$ cat src/rtl/xcvr_pkg.sv
// Package: shared types for the registered transceiver.
// Assumes: one lane per transfer direction, all in one clock domain.
package xcvr_pkg;

    // Number of transfer directions and their lane indices
    localparam int NDIR   = 2;
    localparam int DIR_AB = 0;
    localparam int DIR_BA = 1;

    // Per-lane control: capture strobe, source select, drive enable (active high)
    typedef struct packed {
        logic load;
        logic use_store;
        logic drive;
    } lane_ctrl_t;

endpackage

$ cat src/rtl/xcvr_store_reg.sv
// Module: xcvr_store_reg
// Storage register for one transfer direction. It captures the resolved pin
// value of its own bus on any clock edge where load is high.
// Assumes: synchronous active-low reset, load is a one-clock enable strobe.
module xcvr_store_reg #(
    parameter int W = 8
) (
    input  logic         clk,
    input  logic         rst_n,
    input  logic         load,
    input  logic [W-1:0] d,
    output logic [W-1:0] q
);

    // Capture pin data on strobe; clear on reset
    always_ff @(posedge clk) begin
        if (!rst_n) begin
            q <= '0;
        end else if (load) begin
            q <= d;
        end
    end

    AST_RESET_CLEARS: assert property (@(posedge clk) !rst_n |=> q == '0);
    AST_CAPTURE_PIN: assert property (@(posedge clk) disable iff (!rst_n)
        load |=> q == $past(d));
    AST_HOLD_NO_LOAD: assert property (@(posedge clk) disable iff (!rst_n)
        !load |=> $stable(q));

endmodule

$ cat src/rtl/xcvr_path_mux.sv
// Module: xcvr_path_mux
// Chooses live or stored data for one direction. Each bit is an AND-OR network
// with a consensus term, so a select change cannot glitch a bit whose two
// sources agree.
// Assumes: sel = 0 selects live data, sel = 1 selects stored data.
module xcvr_path_mux #(
    parameter int W = 8
) (
    input  logic         sel,
    input  logic [W-1:0] live,
    input  logic [W-1:0] stored,
    output logic [W-1:0] y
);

    genvar i;
    for (i = 0; i < W; i++) begin : g_bit
        // Hazard-free two-input select with consensus term
        assign y[i] = (~sel & live[i]) | (sel & stored[i]) | (live[i] & stored[i]);
    end

    // Guard the selection semantics and the no-glitch property
    always_comb begin
        if (!sel) begin
            AST_LIVE_PASS: assert (y == live);
        end
        if (sel) begin
            AST_STORED_PASS: assert (y == stored);
        end
        if (live == stored) begin
            AST_NO_GLITCH: assert (y == live);
        end
    end

endmodule

$ cat src/rtl/xcvr_lane.sv
// Module: xcvr_lane
// One transfer direction: source-side register, live/stored select and the
// drive enables for the destination bus pins.
// Assumes: src is the resolved pin value of the source bus, including any
// value this block itself drives onto it.
module xcvr_lane
    import xcvr_pkg::*;
#(
    parameter int W = 8
) (
    input  logic         clk,
    input  logic         rst_n,
    input  lane_ctrl_t   ctrl,
    input  logic [W-1:0] src,
    output logic [W-1:0] dst_out,
    output logic [W-1:0] dst_oe,
    output logic [W-1:0] stored
);

    xcvr_store_reg #(.W(W)) u_reg (
        .clk   (clk),
        .rst_n (rst_n),
        .load  (ctrl.load),
        .d     (src),
        .q     (stored)
    );

    xcvr_path_mux #(.W(W)) u_mux (
        .sel    (ctrl.use_store),
        .live   (src),
        .stored (stored),
        .y      (dst_out)
    );

    // Replicate the direction enable onto every destination pin
    assign dst_oe = {W{ctrl.drive}};

endmodule

$ cat src/rtl/dual_reg_transceiver.sv
// Module: dual_reg_transceiver
// Registered bidirectional transceiver between buses A and B. It has one
// storage register and one live/stored select per direction. A-to-B drive is
// active high and B-to-A drive is active low.
// Assumes: pins are split into in/out/oe; an external resolver feeds back
// the pin value, and both capture strobes are synchronous to clk.
module dual_reg_transceiver
    import xcvr_pkg::*;
#(
    parameter int W = 8
) (
    input  logic         clk,
    input  logic         rst_n,
    input  logic [W-1:0] a_in,
    output logic [W-1:0] a_out,
    output logic [W-1:0] a_oe,
    input  logic [W-1:0] b_in,
    output logic [W-1:0] b_out,
    output logic [W-1:0] b_oe,
    input  logic         ab_drive,
    input  logic         ba_drive_n,
    input  logic         ab_use_store,
    input  logic         ba_use_store,
    input  logic         a_load,
    input  logic         b_load
);

    lane_ctrl_t       ctl     [NDIR];
    logic [W-1:0]     src_bus [NDIR];
    logic [W-1:0]     dst_bus [NDIR];
    logic [W-1:0]     dst_en  [NDIR];
    logic [W-1:0]     held    [NDIR];

    // Map port controls to lanes; the B-to-A enable polarity is inverted here
    assign ctl[DIR_AB] = '{load: a_load, use_store: ab_use_store, drive: ab_drive};
    assign ctl[DIR_BA] = '{load: b_load, use_store: ba_use_store, drive: ~ba_drive_n};

    // Each lane samples its own bus and drives the opposite one
    assign src_bus[DIR_AB] = a_in;
    assign src_bus[DIR_BA] = b_in;
    assign b_out = dst_bus[DIR_AB];
    assign b_oe  = dst_en[DIR_AB];
    assign a_out = dst_bus[DIR_BA];
    assign a_oe  = dst_en[DIR_BA];

    genvar d;
    for (d = 0; d < NDIR; d++) begin : g_lane
        xcvr_lane #(.W(W)) u_lane (
            .clk     (clk),
            .rst_n   (rst_n),
            .ctrl    (ctl[d]),
            .src     (src_bus[d]),
            .dst_out (dst_bus[d]),
            .dst_oe  (dst_en[d]),
            .stored  (held[d])
        );
    end

    AST_ISOLATE: assert property (@(posedge clk) disable iff (!rst_n)
        (!ab_drive && ba_drive_n) |-> (a_oe == '0 && b_oe == '0));
    AST_AB_ENABLE: assert property (@(posedge clk) disable iff (!rst_n)
        ab_drive |-> (&b_oe));
    AST_DUAL_STORED: assert property (@(posedge clk) disable iff (!rst_n)
        (ab_use_store && ba_use_store) |-> (b_out == held[DIR_AB] && a_out == held[DIR_BA]));
    AST_LOOPBACK_CAPTURE: assert property (@(posedge clk) disable iff (!rst_n)
        (a_load && a_oe[0] && !ba_use_store) |=> held[DIR_AB] == $past(a_in));

endmodule

$ cat config.mk
export PLATFORM = sky130hd
export DESIGN_NAME = dual_reg_transceiver
export DESIGN_NICKNAME = d
export VERILOG_FILES = /design/src/rtl/xcvr_pkg.sv /design/src/rtl/xcvr_store_reg.sv /design/src/rtl/xcvr_path_mux.sv /design/src/rtl/xcvr_lane.sv /design/src/rtl/dual_reg_transceiver.sv
export SDC_FILE = /design/constraint.sdc
export NUM_CORES = 1
export LEC_CHECK = 0
export BUFFER_PORTS_ARGS = -buffer_cell sky130_fd_sc_hd__buf_4
export CORE_MARGIN = 2
export CORE_UTILIZATION = 45
export CTS_BUF_LIST = sky130_fd_sc_hd__clkbuf_4
export DETAILED_ROUTE_END_ITERATION = 10
export GPL_TIMING_DRIVEN = 0
export PLACE_DENSITY = 0.85
export SLEW_MARGIN = 20
export SYNTH_ARGS = -nofsm -noshare
export SYNTH_HDL_FRONTEND = slang
export SYNTH_SLANG_ARGS = --single-unit
$ cat constraint.sdc
create_clock -name clk -period 0.8 [get_ports clk]
set_input_delay 0.16 -clock clk [delete_from_list [all_inputs] [get_ports clk]]
set_output_delay 0.16 -clock clk [all_outputs]
set_load 0.005 [all_outputs]
# After elaboration in Yosys (flattened, before gate mapping)
# Cells that the tools add are included.
[totals]
elab_cells = 85
output_inout_bits = 32
in_bits = 24
register_bits = 16
[classes]
bitwise_logic = 83
[ops]
columns = ["op", "count"]
rows = [
  ["$and 1x1->1", 48],
  ["$or 1x1->1", 32],
  ["$not 1->1", 3],
]

# Logic depth before layout (Yosys ltp)
# Gate-level depths: netlist of run 1.
[depth]
word_depth = 4
ltp_mapped = 3
depth_no_buf = 2

# Modules after synthesis
# From an unflattened synthesis of run 1, not the netlist that was laid out.
[unflattened]
cells_unflattened = 85
area_unflattened_um2 = 989.7
[modules_own_cells]
columns = ["mod", "instances", "cells_each", "area_per_inst_um2"]
rows = [
  ["xcvr_store_reg", 2, 25, 301.5],
  ["xcvr_path_mux", 2, 9, 131.4],
  ["xcvr_lane", 2, 8, 60.1],
  ["dual_reg_transceiver", 1, 1, 3.8],
]

# Worst setup path after synthesis of run 1
# Ideal clock, no wire load.
[synth_timing]
path_type = "input to output"
startpoint = "in ba_use_store"
endpoint = "out a_out[0]"
path_buffers = 1
stages = 2
arrival_time_ns = 0.588
slack_ns = 0.052
cell_sequence = "buf_6 -> mux2_4"
[synth_via]
elab_chain_cells = 4
[synth_rtl]
columns = ["item", "line_no", "source"]
rows = [
  ["from (decl)", "dual_reg_transceiver.sv:23", "input logic ba_use_store,"],
  ["$not 1->1", "xcvr_path_mux.sv:18", "assign y[i] = (~sel & live[i]) | (sel & stored[i]) | (live[i] & stored[i]);"],
  ["$and 1x1->1", "xcvr_path_mux.sv:18", ""],
  ["$or 1x1->1 * (2 in a row)", "xcvr_path_mux.sv:18", ""],
  ["to (decl)", "dual_reg_transceiver.sv:15", "output logic [W-1:0] a_out,"],
]
# Mark *: on every way between the ends. The rest lies on a longest branch, timed or not.

# Final worst setup path of run 1
[layout_timing]
startpoint = "reg g_lane[1].u_lane.u_reg.q[4]"
endpoint = "out a_out[4]"
[layout_via]
elab_chain_cells = 3
[layout_rtl]
columns = ["item", "line_no", "source"]
rows = [
  ["from (decl)", "xcvr_store_reg.sv:12", "output logic [W-1:0] q"],
  ["from (signal assigned)", "xcvr_store_reg.sv:18", "q <= '0;"],
  ["from (signal assigned)", "xcvr_store_reg.sv:20", "q <= d;"],
  ["$and 1x1->1", "xcvr_path_mux.sv:18", ""],
  ["$or 1x1->1", "xcvr_path_mux.sv:18", ""],
  ["$or 1x1->1 *", "xcvr_path_mux.sv:18", ""],
]
# Marked as above.

==> flow_summary.toml, run 1 <==
[clocking]
clockBufferDepth = 2
cts-htree-levels = 1
clkSinkCount = 16
cts_buffers = 3
cts_tree = "built"
clock_latency_ns = 0.28
cts.hold.buffers_added = 0
clk_pin_slew_ns = 0.09
cts_root_buf = "clkbuf_4"

[critical_path]
path_buf_inv = 1
max_stage_delay_ns = 0.33
cp_cell_sequence = "mux2_4 -> buf_6"
path_class = "register to output port"
cp_data_arrival_time_ns = 0.98
cp-start-kind = "register"
cp_top_family = "flip-flops"
crit_slowest_cell = "dfxtp_2"
critPathCaptureType = "output port"
worstPathMaxFanout = 2
cp.required_ns = 0.64

[layout]
n_antenna_cell = 0
final_cells = 167
syn_to_final_growth_pct = 59.4
largest_register_ffs = 16
fin_util_pct = 77.8
drive_gt1_share_pct = 76.4
largestRegisters = "g_lane.u_lane.u_reg.q x16"
nets = 165
regMostFlops = "g_lane.u_lane.u_reg.q"
final_area_um2 = 1570

[power]
pwr-share-clk_pct = 21.6
p_switching_mw = 0.477
peakVddDrop_mv = 1.03
pwr-share-comb_pct = 34.1
power_density_nw_per_um2 = 1260
intPower_mw = 1.50
finalPower_mw = 1.98
netSwitchingFraction_pct = 24.1
power_leakage_nw = 0.795
seq_power_share_pct = 44.2

[sta]
worst_slew_pin_slew_ns = 0.210
fin_skew_ns = 0
fin_ws_ns = -0.345
max_freq_mhz = 873
setup_tns_ns = -5.92
hold_viol = 0
post-route-period-util_pct = 143
rsz0062_at_grt = "yes"
slew_violations = 0
slew_headroom_pct = 86.0
period_needed_ns = 1.14
whs_ns = 0.132
setup_viol = 23

[placed_design]
portBuffers = 50
dp_slack_ns = -0.0996
gp_congestion = 0.684
hpwlAfterDp_mm = 1.60
placed_area_um2 = 1400
dp.cells = 162

[global_routing]
grt_pass1_wl_mm = 3.25
grt.overflow.total = 0
grt_usage_pct = 16.8
antenna_found_initial = 0
grt_max_degree = 11
grt_pass1_vias = 767

[drt]
drtIter0Drc = 3
drt-total-wl_mm = 2.09
viasPerCell = 4.58
first_pass_iters = 3
vias = 765
wire_per_inst_um = 12.5
drcViolationCount = 0
ant_nets = 0

[logic_synthesis]
yosysUniqueCellTypes = 8
syn_area_per_cell_um2 = 11.6
syn_area_um2 = 987
syn_nets = 109
ys_seq_area_share_pct = 32.4
ys_seq_elements = 16
syn_inst = 85
yosysWarnings = 0

[floorplanning]
die_x_um = 50.8
core-area_um2 = 2020
die_height_um = 50.8
start_util_pct = 48.8
fp.dieArea_um2 = 2580
std_cell_rows = 16
pin_count = 56

[outcome]
status = "complete, but fails checks"
violations = "setup timing"

[run]
cap_violations = 0

[hold_path]
hold_class = "input pin to register"
worst paths after layout:
path	from	endpoint	slack, ns	depth (start not counted)
worst min register to register	g_lane[0].u_lane.u_reg.q[3]	g_lane[0].u_lane.u_reg.q[3]	0.51	2
worst max-delay path	g_lane[1].u_lane.u_reg.q[4]	a_out[4]	-0.34	2
worst max register to register	g_lane[1].u_lane.u_reg.q[0]	g_lane[1].u_lane.u_reg.q[0]	0.06	3
worst min-delay path	rst_n	g_lane[0].u_lane.u_reg.q[6]	0.13	2
power by group through the flow:
stage	Clock [mW]	Sequential, mW	Combinational (mW)
CTS	0.449	0.876	0.680
finish	0.428	0.875	0.675
detailed placement	0	0.885	0.590
global placement	0	0.882	0.574
floorplan	0	0.879	0.323
global route	0.474	0.881	0.721
Yosys cell counts:
library cell / n / area, um^2
buf_4: 15 / 113
inv_1: 1 / 3.75
nor2b_1: 16 / 100
mux2i_1: 16 / 160
buf_2: 1 / 5.00
dfxtp_1: 16 / 320
buf_6: 4 / 45.0
mux2_4: 16 / 240
worst reg2reg max path: stages, from the launching register on:
cell and delay (ns):
dfxtp_2 0.33, buf_4 0.12, mux2i_1 0.13, nor2b_1 0.06
repair_timing:
action | in CTS | in global routing
resized for setup | 48 | 1
endpoints found under the setup margin | 23 | 24
buffers inserted | 1 | 0
routing by layer:
layer  share of wire (%)  track usage [%]  vias up
met5                   0                0        -
met1                  38             17.8      347
met4                   0             5.41        0
met2                  54             32.9       37
met3                 7.9             3.22        0
li1                    -                -      381
cell type report:
| class | count | area (um^2) |
|---|---|---|
| Sequential cell | 16 | 340 |
| Tap cell | 27 | 33.8 |
| Inverter | 1 | 7.51 |
| Fill cell | 133 | 448 |
| Multi-Input combinational cell | 48 | 500 |
| Clock buffer | 3 | 22.5 |
| Buffer | 20 | 189 |
| Clock inverter | 1 | 3.75 |
| Timing Repair Buffer | 51 | 477 |
cell usage in the layout (no fill, tap or decap), drive strengths merged:
master / n
buf: 71
clkbuf: 3
clkinv: 1
clkinvlp: 1
dfxtp: 16
mux2: 16
mux2i: 16
nor2b: 16
logic make-up after synthesis:
logic type             count (synthesis)  share of synthesized area [%]
buffers and inverters                 21                           16.9
flip-flops                            16                           32.4
multiplexers                          32                           40.6
AND/OR/NAND/NOR                       16                           10.1
Power figures use the tool's default switching activity.
==> run 2, diff against run 1 <==
- CORE_UTILIZATION: 45 -> 35
- PLACE_DENSITY: 0.85 -> 0.69
- REMOVE_ABC_BUFFERS: default -> 1
==> run 2 against run 1 <==
Compared with the run above: the flow still finishes with violations (setup timing); global-route usage shrank 5.0 points; cell area down 16%; routed wire length fell by 12%; clock skew stayed put; register-to-register slack is essentially flat; via count is 14% lower; critical endpoint is now b_out[4].
==> flow_summary.toml, run 2 (synthesized netlist as in run 1, its figures left out) <==
[outcome]
status = "complete, but fails checks"
violations = "setup timing"

[clocking]
clock_latency_ns = 0.29
cts.hold.buffers_added = 0
clkSinkCount = 16
clk_pin_slew_ns = 0.10
clockBufferDepth = 2
cts-htree-levels = 1
cts_buffers = 3
cts_tree = "built"
cts_root_buf = "clkbuf_4"

[run]
cap_violations = 0

[critical_path]
cp_data_arrival_time_ns = 1.00
path_class = "register to output port"
worstPathMaxFanout = 2
cp-start-kind = "register"
cp.required_ns = 0.64
rrSetupSlack_ns = 0.07
critPathCaptureType = "output port"

[floorplanning]
fp.dieArea_um2 = 3260
die_x_um = 57.1
pin_count = 56
die_height_um = 57.1
core-area_um2 = 2710
std_cell_rows = 19
start_util_pct = 36.4

[layout]
mostFrequentLayoutCell = "buf_4"
nets = 142
n_antenna_cell = 0
drive_gt1_share_pct = 70.9
final_cells = 148
largest_register_ffs = 16
regMostFlops = "g_lane.u_lane.u_reg.q"
syn_to_final_growth_pct = 34.7
largestRegisters = "g_lane.u_lane.u_reg.q x16"
fin_util_pct = 49.1
fillCellCount = 261

[sta]
post-route-period-util_pct = 144
period_needed_ns = 1.16
worst_slew_pin_slew_ns = 0.204
max_freq_mhz = 866
setup_viol = 16
fin_ws_ns = -0.355
slew_headroom_pct = 86.4
hold_viol = 0
fin_skew_ns = 0
slew_violations = 0
rsz0062_at_grt = "yes"

[global_routing]
grt_max_degree = 17
grt_pass1_vias = 689
grt_usage_pct = 11.8
grt.overflow.total = 0
antenna_found_initial = 0
grt_pass1_wl_mm = 2.94

[drt]
drt-total-wl_mm = 1.84
wire_per_inst_um = 12.4
viasPerCell = 4.45
ant_nets = 0
drtIter0Drc = 11
drcViolationCount = 0
first_pass_iters = 4
vias = 659

[power]
power_leakage_nw = 0.666
power_density_nw_per_um2 = 1400
peakVddDrop_mv = 0.716

[placed_design]
portBuffers = 46
hpwlAfterDp_mm = 1.39
gp_congestion = 0.701
dp.cells = 142

[hold_path]
hold_class = "input pin to register"
-- run 2: layout make-up --
type / count / area (um^2) / area share, %
tap: 31 / 38.8 / 2.92
timing repair buffer: 48 / 420 / 31.6
multi-input combinational: 48 / 500 / 37.6
sequential: 16 / 340 / 25.6
clock buffer: 3 / 22.5 / 1.69
clock inverter: 1 / 3.75 / 0.282
inverter: 1 / 3.75 / 0.282
-- run 2: layer usage --
layer / up-vias / routed length (um) / track usage (%)
met1: 304 / 656 / 11.7
met2: 21 / 1050 / 21.8
met3: 4 / 87 / 1.81
li1: 330 / - / -
met5: - / 0 / 0
met4: 0 / 49 / 8.97
-- run 2: critical path, cell delays in order, from the launching register on --
cell and delay [ns]:
dfxtp_2 0.33, mux2_4 0.26, buf_6 0.12
-- run 2: final timing paths --
path | depth (start not counted) | endpoint | from
worst max-delay path | 2 | b_out[4] | g_lane[0].u_lane.u_reg.q[4]
worst min-delay path | 3 | g_lane[1].u_lane.u_reg.q[4] | b_in[4]
worst max register to register | 3 | g_lane[1].u_lane.u_reg.q[2] | g_lane[1].u_lane.u_reg.q[2]
worst min register to register | 2 | g_lane[1].u_lane.u_reg.q[4] | g_lane[1].u_lane.u_reg.q[4]
-- run 2: timing repair --
item,4_1_cts,5_1_grt
setup endpoints to repair,16,16
resized for setup,32,0
buffers inserted,1,1
pin swaps,0,0
-- run 2: where the power goes --
part | total [mW] | switching, mW | internal [mW]
logic | 0.544 | 0.176 | 0.368
clock network | 0.442 | 0.261 | 0.181
registers | 0.876 | 0.0230 | 0.853
-- run 2: stage by stage --
| step | hold slack [ns] | worst slack [ns] | cell area, um^2 | total power [mW] | TNS (ns) |
|---|---|---|---|---|---|
| finish | 0.131 | -0.355 | 1330 | 1.86 | -5.53 |
| detailed placement | 0.320 | -0.158 | 1210 | 1.38 | -2.38 |
| global route | 0.117 | -0.402 | 1330 | 1.98 | -6.29 |
| CTS | 0.124 | -0.367 | 1320 | 1.89 | -5.72 |
| floorplan | 0.288 | 0.104 | 825 | 1.09 | 0 |
| global placement | 0.320 | -0.144 | 1210 | 1.36 | -2.22 |
==> run 3, diff against run 2 <==
- CORE_ASPECT_RATIO: default -> 1.25
- SETUP_SLACK_MARGIN: default -> 0.1
==> run 3 against run 2 <==
Compared with the run above: first-iteration DRC count down 55%; clock power shrank 11%; sequential cell count did not move; via count rose by 2.3%; sequential power about the same; final cell count increased by 2.7%; clock skew is the same; the flow still finishes with violations (setup timing); sequential share of layout area is 1.1 points lower; core utilization grew 2.8 points; global-route usage fell by 0.40 points; die area about the same; critical path depth did not move.
==> flow_summary.toml, run 3 (synthesized netlist as in run 1, its figures left out) <==
[floorplanning]
fp.dieArea_um2 = 3260
pin_count = 56
core-area_um2 = 2680
std_cell_rows = 21
die_height_um = 63.4
die_x_um = 51.5
start_util_pct = 36.8

[layout]
mostFrequentLayoutCell = "buf_6"
n_antenna_cell = 0
drive_gt1_share_pct = 72.9
nets = 144
largest_register_ffs = 16
fillCellCount = 240
syn_to_final_growth_pct = 40.8
most-common-layout-cells = "buf_6 (27), buf_4 (23)"
largestRegisters = "g_lane.u_lane.u_reg.q x16"
final_area_um2 = 1390
regMostFlops = "g_lane.u_lane.u_reg.q"

[critical_path]
cp_cell_sequence = "mux2_4 -> buf_6"
critPathCaptureType = "output port"
cp_top_family = "flip-flops"
cp-start-kind = "register"
path_class = "register to output port"
worstPathMaxFanout = 2
cp.required_ns = 0.64
path_buf_inv = 1
crit_slowest_cell = "dfxtp_2"
max_stage_delay_ns = 0.33
cp_data_arrival_time_ns = 0.97

[clocking]
cts_tree = "built"
cts_root_buf = "clkbuf_4"
cts.hold.buffers_added = 0
clk_pin_slew_ns = 0.09
cts_buffers = 3
clockBufferDepth = 2
cts-htree-levels = 1
clkSinkCount = 16
clock_latency_ns = 0.27

[global_routing]
grt_usage_pct = 11.4
grt_pass1_wl_mm = 2.89
antenna_found_initial = 0
grt_pass1_vias = 698
grt.overflow.total = 0
grt_max_degree = 17

[sta]
whs_ns = 0.149
slew_violations = 0
period_needed_ns = 1.13
worst_slew_pin_slew_ns = 0.188
post-route-period-util_pct = 141
rsz0062_at_grt = "yes"
slew_headroom_pct = 87.4
fin_ws_ns = -0.330
setup_viol = 16
max_freq_mhz = 885
fin_skew_ns = 0
hold_viol = 0

[outcome]
status = "complete, but fails checks"
violations = "setup timing"

[power]
finalPower_mw = 1.84
power_density_nw_per_um2 = 1320
pwr-share-clk_pct = 21.3
peakVddDrop_mv = 0.703
p_switching_mw = 0.420
power_leakage_nw = 0.683
pwr-share-comb_pct = 31.0
seq_power_share_pct = 47.7
netSwitchingFraction_pct = 22.8
intPower_mw = 1.42

[placed_design]
hpwlAfterDp_mm = 1.33
gp_congestion = 0.616
portBuffers = 46
placed_area_um2 = 1210

[hold_path]
hold_class = "input pin to register"

[drt]
viasPerCell = 4.43
wire_per_inst_um = 11.3
drt-total-wl_mm = 1.71
drcViolationCount = 0
vias = 674
drtIter0Drc = 5
first_pass_iters = 3
ant_nets = 0

[run]
cap_violations = 0
[run 3: cell types whose count changed in the layout (fill, tap and decap cells not counted), sizes merged]
cell,change
clkinv,-1
buf,+2
clkinvlp,+1
inv,-1
[run 3: path summary, 6_finish.rpt]
| path | to | depth (start not counted) | start | slack (ns) |
|---|---|---|---|---|
| worst max register to register | g_lane[1].u_lane.u_reg.q[0] | 3 | g_lane[1].u_lane.u_reg.q[0] | 0.08 |
| worst max-delay path | b_out[7] | 2 | g_lane[0].u_lane.u_reg.q[7] | -0.33 |
| worst min-delay path | g_lane[0].u_lane.u_reg.q[7] | 3 | a_in[7] | 0.15 |
| worst min register to register | g_lane[1].u_lane.u_reg.q[3] | 2 | g_lane[1].u_lane.u_reg.q[3] | 0.51 |
[run 3: metal layers]
metal  share of wire, %  GRT usage, %  vias to the layer above  routed length (um)
li1                   -             -                      335                   -
met2                 53          21.2                       40                 901
met4                  0          2.96                        0                   0
met5                  0             0                        -                   0
met3                 11          3.79                        0                 187
met1                 36          12.0                      299                 624
[run 3: layout make-up]
class	count	area [um^2]	share of cell area, %
Clock buffer	3	22.5	1.62
Inverter	1	7.51	0.540
Multi-Input combinational cell	48	500	36.0
Tap cell	34	42.5	3.06
Sequential cell	16	340	24.5
Timing Repair Buffer	50	477	34.3
[run 3: stage by stage]
stage | instances | util [%] | TNS [ns] | setup WS, ns
final | 152 | 51.9 | -5.16 | -0.330
after floorplan | 65 | - | 0 | 0.104
after CTS | 150 | 51.0 | -5.45 | -0.348
after global placement | 145 | 45.2 | -2.21 | -0.154
after global routing | 152 | 51.9 | -5.87 | -0.384
after detailed placement | 145 | 45.2 | -2.33 | -0.166
[run 3: worst reg2reg max path, cell delays in order, from the launching register on]
cell,delay [ns]
dfxtp_2,0.33
buf_6,0.10
mux2i_1,0.12
nor2b_1,0.06
[run 3: what timing repair did]
item                                   in CTS  in global routing
gates resized for setup                    42                  2
endpoints found under the hold margin       0                  0
setup endpoints to repair                  24                 26
setup buffers                               2                  3
[run 3: power groups by stage]
stage	registers, mW	logic, mW	clock network, mW
after global routing	0.882	0.619	0.461
after global placement	0.883	0.477	0
after floorplan	0.879	0.211	0
after detailed placement	0.886	0.486	0
after CTS	0.876	0.566	0.425
final	0.876	0.570	0.392
